<file path="src/rtl/mcu_exec_pkg.sv">
package mcu_exec_pkg;

    typedef enum logic [2:0] {
        CMD_MOVE = 3'b000,
        CMD_ADD  = 3'b001,
        CMD_SUB  = 3'b010,
        CMD_MUL  = 3'b011,
        CMD_CJE  = 3'b100,
        CMD_LOAD = 3'b101,
        CMD_READ = 3'b110,
        CMD_NOP  = 3'b111
    } cmd_e;

endpackage

</file>
<file path="src/rtl/mcu_regfile.sv">
module mcu_regfile #(
    parameter int DW   = 32,
    parameter int NREG = 16,
    localparam int AW  = $clog2(NREG)
) (
    input  logic          clk,
    input  logic          rst,
    input  logic          we,
    input  logic [AW-1:0] waddr,
    input  logic [DW-1:0] wdata,
    input  logic [AW-1:0] raddr_a,
    input  logic [AW-1:0] raddr_b,
    output logic [DW-1:0] rdata_a,
    output logic [DW-1:0] rdata_b
);

    logic [DW-1:0] ent_d [NREG];
    logic [DW-1:0] ent_q [NREG];

    // Next value of each entry: per-entry write decode.
    for (genvar g = 0; g < NREG; g++) begin : g_ent
        assign ent_d[g] = (we && (waddr == AW'(g))) ? wdata : ent_q[g];
    end

    always_ff @(posedge clk) begin
        for (int i = 0; i < NREG; i++) begin
            if (rst) ent_q[i] <= '0;
            else     ent_q[i] <= ent_d[i];
        end
    end

    always_comb begin
        rdata_a = ent_q[raddr_a];
        rdata_b = ent_q[raddr_b];
    end

endmodule

</file>
<file path="src/rtl/mcu_alu.sv">
module mcu_alu
    import mcu_exec_pkg::*;
#(
    parameter int DW = 32
) (
    input  cmd_e          cmd,
    input  logic [DW-1:0] opa,
    input  logic [DW-1:0] opb,
    input  logic [DW-1:0] imm,
    output logic [DW-1:0] res,
    output logic          wr_en,
    output logic          rd_out,
    output logic          br_take
);

    always_comb begin
        res     = '0;
        wr_en   = 1'b0;
        rd_out  = 1'b0;
        br_take = 1'b0;
        unique case (cmd)
            CMD_MOVE: begin res = opa;       wr_en = 1'b1; end
            CMD_ADD:  begin res = opa + opb; wr_en = 1'b1; end
            CMD_SUB:  begin res = opb - opa; wr_en = 1'b1; end
            CMD_MUL:  begin res = opa * opb; wr_en = 1'b1; end
            CMD_LOAD: begin res = imm;       wr_en = 1'b1; end
            CMD_CJE:  br_take = (opa == opb);
            CMD_READ: rd_out  = 1'b1;
            CMD_NOP:  ;
            default:  ;
        endcase
    end

endmodule

</file>
<file path="src/rtl/mcu_exec_stage.sv">
module mcu_exec_stage
    import mcu_exec_pkg::*;
#(
    parameter int DW   = 32,
    parameter int NREG = 16,
    localparam int AW  = $clog2(NREG)
) (
    input  logic          clk,
    input  logic          rst,
    input  logic [2:0]    cmd_i,
    input  logic [AW-1:0] src_a_i,
    input  logic [AW-1:0] src_b_i,
    input  logic [AW-1:0] dst_i,
    input  logic [DW-1:0] imm_i,
    output logic [DW-1:0] out_data_o,
    output logic          out_valid_o,
    output logic          jump_o,
    output logic          flush_o
);

    typedef struct packed {
        logic [DW-1:0] out_data;
        logic          out_valid;
        logic          jump;
        logic          flush;
    } state_t;

    state_t        st_d, st_q;
    cmd_e          cmd;
    logic [AW-1:0] raddr_a;
    logic [DW-1:0] opa, opb, res;
    logic          wr_en, rd_out, br_take;

    assign cmd     = cmd_e'(cmd_i);
    // READ names its register in the destination field.
    assign raddr_a = (cmd == CMD_READ) ? dst_i : src_a_i;

    mcu_regfile #(.DW(DW), .NREG(NREG)) u_rf (
        .clk     (clk),
        .rst     (rst),
        .we      (wr_en),
        .waddr   (dst_i),
        .wdata   (res),
        .raddr_a (raddr_a),
        .raddr_b (src_b_i),
        .rdata_a (opa),
        .rdata_b (opb)
    );

    mcu_alu #(.DW(DW)) u_alu (
        .cmd     (cmd),
        .opa     (opa),
        .opb     (opb),
        .imm     (imm_i),
        .res     (res),
        .wr_en   (wr_en),
        .rd_out  (rd_out),
        .br_take (br_take)
    );

    always_comb begin
        st_d           = st_q;
        st_d.out_valid = rd_out;
        st_d.jump      = br_take;
        st_d.flush     = br_take;
        if (rd_out) st_d.out_data = opa;
    end

    always_ff @(posedge clk) begin
        if (rst) st_q <= '0;
        else     st_q <= st_d;
    end

    assign out_data_o  = st_q.out_data;
    assign out_valid_o = st_q.out_valid;
    assign jump_o      = st_q.jump;
    assign flush_o     = st_q.flush;

endmodule

</file>
<file path="config.mk">
export PLATFORM = sky130hd
export DESIGN_NAME = mcu_exec_stage
export DESIGN_NICKNAME = d
export VERILOG_FILES = /design/src/rtl/mcu_exec_pkg.sv /design/src/rtl/mcu_regfile.sv /design/src/rtl/mcu_alu.sv /design/src/rtl/mcu_exec_stage.sv
export SDC_FILE = /design/constraint.sdc
export NUM_CORES = 2
export LEC_CHECK = 0
export ABC_CLOCK_PERIOD_IN_PS = 29000
export CORE_MARGIN = 2
export CORE_UTILIZATION = 30
export CTS_BUF_LIST = sky130_fd_sc_hd__clkbuf_16
export DETAILED_ROUTE_END_ITERATION = 8
export DONT_BUFFER_PORTS = 1
export REMOVE_ABC_BUFFERS = 1
export SYNTH_ARGS = -nofsm -noshare
export SYNTH_HDL_FRONTEND = slang
export SYNTH_HIERARCHICAL = 1
export SYNTH_SLANG_ARGS = --single-unit
</file>
<file path="constraint.sdc">
create_clock -name clk -period 29 [get_ports clk]
set_clock_uncertainty 0.05 [all_clocks]
set_input_delay 2.9 -clock clk [delete_from_list [all_inputs] [get_ports clk]]
set_output_delay 2.9 -clock clk [all_outputs]
set_load 0.01 [all_outputs]
</file>
; After elaboration in Yosys (flattened, before gate mapping)
; Memories as Yosys holds them, arrays and structs flattened.
; Index checks and enable logic that the tools add are counted.
[word_totals]
regBits = 34
ramBits = 512
in_bits = 49
output_inout_bits = 35
wordCells = 137
memories = 1
[classes]
add_sub_neg = 2
mul = 1
eq_ne = 38
n_mux = 39
bitwise_logic = 17
reduce_logical = 36
[memory_table]
columns = memory, depth, word_bits, read_ports, rd_ports_with_merged_regs, write_ports, line
row1 = u_rf.ent_q, 16, 32, 2, 0, 16, mcu_regfile.sv:18  ; logic [DW-1:0] ent_q [NREG];
[op_table]
columns = op, n
row1 = 32-bit two-way mux, 32
row2 = 32-bit case mux with 5 select lines, 1
row3 = 32-bit adder, 1
row4 = 32-bit equality test, 1
row5 = "4-bit equality test, second input constant", 8
row6 = 32-bit by 32-bit multiplier with 32-bit output, 1
row7 = 2-bit AND reduction, 16
row8 = 32-bit subtractor, 1
row9 = "4-bit by 3-bit equality test with 1-bit output, second input constant", 4
row10 = 1-bit logical AND, 16
row11 = "1-bit inequality test, second input constant", 16
row12 = 1-bit OR, 16
row13 = "3-bit equality test, second input constant", 3
row14 = "4-bit by 2-bit equality test with 1-bit output, second input constant", 2
row15 = "3-bit by 2-bit equality test with 1-bit output, second input constant", 2
row16 = 1-bit two-way mux, 5
row17 = 5-bit OR reduction, 1
row18 = "4-bit by 1-bit equality test with 1-bit output, second input constant", 1
row19 = 4-bit logical NOT, 1
row20 = 4-bit two-way mux, 1
row21 = "3-bit by 1-bit equality test with 1-bit output, second input constant", 1
row22 = 3-bit logical NOT, 1
row23 = 2-bit OR reduction, 1
row24 = 1-bit NOT, 1

; Logic depth before layout (Yosys ltp)
[logic_depth]
word_depth = 7
depth_mapped = 37
depth_no_buf = 32

; By module
; Netlist, hierarchy kept.
[modules_own_cells]
columns = mod, n_inst, cells_per_inst, area_each_um2, seq_area_each_um2
row1 = mcu_regfile, 1, 1696, 26595.5, 15374.7
row2 = mcu_alu, 1, 2392, 20104.3, 0.0
row3 = mcu_exec_stage, 1, 114, 1295.0, 680.7

; Least setup slack after synthesis
; No wires, ideal clock.
[synth_path]
path_kind = input port to flip-flop
startpoint = input cmd_i[0]
endpoint = memory u_rf.ent_q[10][29] (data pin)
setup_ps = 255
arrival_time_ps = 11499
required_time_ps = 28695
path_slack_ps = 17197
path_stages = 35
path_buffers = 5
path_cell_list = nand3b_4 > mux2_2 > buf_4 > buf_2 > mux4_2 > a22oi_1 > nand2_1 > clkbuf_1 > clkbuf_1 > and2_1 > fa_1 > inv_1 > fa_1 > fa_1 > fa_1 > inv_1 > fa_1 > inv_1 > fa_1 > inv_1 > fa_1 > fa_1 > ha_1 > a21oi_1 > o21ai_0 > a221o_1 > a31o_2 > a21oi_1 > o21ai_0 > xor2_1 > a222oi_1 > o311a_1 > a2bb2oi_1 > clkbuf_1 > and2_1
[synth_rtl]
columns = item, line
row1 = from (decl), mcu_exec_stage.sv:10  ; input logic [2:0] cmd_i,
row2 = to (decl), mcu_regfile.sv:18

==> impl_metrics.yaml <==
routing:
  routed_wl_mm: 165.5
  drc: 0
  ant_nets: 0
  via_per_inst: 5.484
  wl_per_cell_um: 26.76
  drt-pass1-iter-count: 5
  num_vias: 33920
  drt_iter0_markers: 3815
worst_setup_path:
  cp_max_fo: 54
  startpoint_type: "primary input"
  required_ns: 29.43
  crit_arrival_ns: 14.01
  reg2reg_to: "u_rf/ent_q[5][31]$_SDFFCE_PN0P_"
  regToRegStartpoint: "u_rf/ent_q[11][13]$_SDFFCE_PN0P_"
  max_stage_delay_ns: 0.93
  crit_end: "u_rf/ent_q[5][31]$_SDFFCE_PN0P_"
  r2r_slack_ns: 19.00
  worstSetupPathType: "in -> reg"
  cp-end-kind: "flip-flop"
  crit_start: "cmd_i[0]"
  cp_common_cell: "fa_1"
  reg2reg_depth: 28
  slowest_stage: "o221ai_1"
floorplan:
  initial_utilization: 0.3027
  fp-row-count: 146
  die_h_um: 404.0
  dieArea_um2: 163200
  coreArea_um2: 158600
  ios: 84
  fp.dieW_um: 404.0
sta:
  fmax_mhz: 73.62
  final_hold_viol_count: 0
  drv_slew: 0
  rsz0062_at_grt: "no"
  tightest_slew_ns: 1.383
  fin_crit_ns: 13.58
  period_share: 0.4684
  setup_ws_ns: 15.42
  setup_viol: 0
  setup_tns_ns: 0
  slew-limit-headroom: 0.07556
status:
  status: "finished, final reports clean"
synth:
  synth-seq-cells: 546
  synth_top_area_frac: 0.3203
  yosys_warnings: 6
  ys_types: 94
  yosysTopAreaCell: "edfxtp_1"
  synth_area_per_cell_um2: 11.42
  ys_seq_area_frac: 0.3345
  yosys_most_used_dff: "edfxtp_1"
  netlist_instances: 4202
  ys_top_cells_by_area: "edfxtp_1 32%, fa_1 17%, mux4_2 12%"
  synth-edff-count: 512
  async_flop_share: 0
  synth_area_um2: 47990
pwr:
  p_leak_nw: 20.73
  clkPwrFrac: 0.125
  p_comb_frac: 0.696
  power.internal_mw: 2.671
  peakVddDrop_mv: 0.1319
  power.share.switching: 0.4859
  switchingPower_mw: 2.525
  power_density_nw_per_um2: 99.75
  p_seq_frac: 0.178
placed_design:
  portBuffers: 0
  hpwl_mm: 104.0
  routabilityCongestion: 0.9272
  dp_slack_ns: 14.80
clocking:
  post_cts_buffers: 0
  cts.repair.resized: 0
  cts_buffers: 54
  clk_path_buf_depth: 3
  ctsHoldBuffers: 0
  htreeDepth: 2
  cts_tree: "yes"
  clock_sinks: 546
  cts_root_buf: "clkbuf_16"
  cts.clk_slew.worst_paths_ns: 0.06
  worstSkewPairLatency_ns: 0.65
finish:
  nFillCells: 15830
  nets: 4701
  seqCellArea_um2: 16060
  drive_above_1_share: 0.1278
  multiInputGateArea_um2: 29290
  area_delta_synth_final_pct: 8.540
min_path:
  hold_path.class: "reg -> reg"
  min_from: "out_data_o[4]$_SDFFE_PP0P_"
global_routing:
  grt.overflow.total: 0
  track_usage: 0.2021
  grt_pass1_vias: 35390
  grt_max_degree: 129
  grt_pass1_wl_mm: 241.6
  grt_antenna_before_repair: 25
run:
  cap_violations: 0
==> per-stage QoR <==
step / area [um^2] / hold slack [ns] / utilization / std cells / total power, mW
global placement: 50470 / 0.4966 / 0.3183 / 6072 / 4.492
floorplan: 46640 / 0.4780 / - / 3886 / 3.412
global route: 52080 / 0.5286 / 0.3284 / 6179 / 5.593
detailed placement: 50470 / 0.4996 / 0.3183 / 6072 / 4.517
CTS: 52050 / 0.5097 / 0.3283 / 6171 / 5.189
finish: 52090 / 0.5064 / 0.3285 / 6185 / 5.197
==> kinds of logic after synthesis <==
group / synth area share
AOI/OAI and AO/OA: 0.07618
adders and majority gates: 0.2192
buffers and inverters: 0.06301
muxes: 0.1290
and+or+nand+nor: 0.1618
xor gates and xnor gates: 0.01624
DFF: 0.3345
==> critical path: cells and delay by family <==
kind	cells	cell delay (ns)
and+or+nand+nor	6	1.32
muxes	2	1.37
AOI/OAI and AO/OA	8	2.74
buffers and inverters	4	1.22
xor gates and xnor gates	1	0.10
adders and majority gates	9	4.30
==> placed cells by master (no fill, tap or decap), types with 12 or more instances in the layout <==
cell       netlist  final
xnor2_1         66     66
nand2b_1        20     20
and2_1         814    812
o211ai_1        16     16
buf_4            7    115
o221ai_1        15     14
a22oi_1        145    145
nor3_1          21     20
fa_1           410    410
xor2_1          23     23
edfxtp_1       512    512
diode_2          0     13
clkinv_1         0     14
nand3_1         14     14
a21o_1          25     25
nor2_4           4     18
o21bai_4         0     16
a221o_1         17     17
nor2_1         135    118
a221oi_1        12     12
o21ai_0         52     52
nand2_1        329    326
a21oi_1         74     74
mux4_2         256    256
inv_1          443    465
dfxtp_1         34     34
clkbuf_16        0     54
mux2i_1         37     37
ha_1           185    185
==> sequential cells by signal, indices dropped and copies added, names as in the netlist <==
| name | count |
|---|---|
| u_rf/ent_q | 512 |
| out_data_o | 32 |
| flush_o | 1 |
| out_valid_o | 1 |
==> power by group through the flow <==
stage	logic, mW	clock network [mW]	registers, mW
3_5_place_dp	3.57	0	0.943
3_3_place_gp	3.55	0	0.940
6_report	3.62	0.651	0.927
4_1_cts	3.60	0.661	0.926
2_1_floorplan	2.48	0	0.936
5_1_grt	3.97	0.687	0.931
==> how the worst min path moves through the flow <==
stage                                 endpoint  depth (start not counted)
floorplan           out_data_o[0]$_SDFFE_PP0P_                          2
global placement    out_data_o[5]$_SDFFE_PP0P_                          2
detailed placement  out_data_o[0]$_SDFFE_PP0P_                          2
CTS                 out_data_o[0]$_SDFFE_PP0P_                          2
global route        out_data_o[2]$_SDFFE_PP0P_                          2
finish              out_data_o[4]$_SDFFE_PP0P_                          2
==> layout make-up <==
| type | count | share of cell area |
|---|---|---|
| Multi-Input combinational cell | 2895 | 0.5623 |
| Sequential cell | 546 | 0.3082 |
| Tap cell | 2072 | 0.04977 |
| Inverter | 445 | 0.03206 |
| Clock buffer | 54 | 0.02594 |
| Timing Repair Buffer | 115 | 0.01657 |
| Clock inverter | 45 | 0.004491 |
| Antenna cell | 13 | 0.0006245 |
==> layer usage <==
metal / vias up / wire length, um / GRT usage
li1: 14180 / - / -
met1: 17590 / 64170 / 0.2649
met5: - / 121 / 0
met2: 1797 / 76480 / 0.3265
met3: 328 / 18360 / 0.04944
met4: 22 / 6370 / 0.06828
==> cell usage after synthesis, types with 8 or more instances <==
cell type,count
o21ai_1,9
o21ai_0,52
and3_1,10
clkbuf_2,12
a221o_1,17
and2_1,814
mux4_2,256
nor2_1,135
a21oi_1,74
xor2_1,23
o21bai_1,26
a21o_1,25
nor4_1,8
a222oi_1,11
edfxtp_1,512
o221ai_1,15
nand3_1,14
a221oi_1,12
xnor2_1,66
dfxtp_1,34
o22ai_1,10
nor2b_1,15
or3_1,8
fa_1,410
a22oi_1,145
a211oi_1,9
buf_2,38
ha_1,185
o211ai_1,16
nor3_1,21
a31oi_1,8
clkbuf_1,246
mux2i_1,37
nand2b_1,20
nand2_1,329
inv_1,443
(Power assumes the default switching activity.)
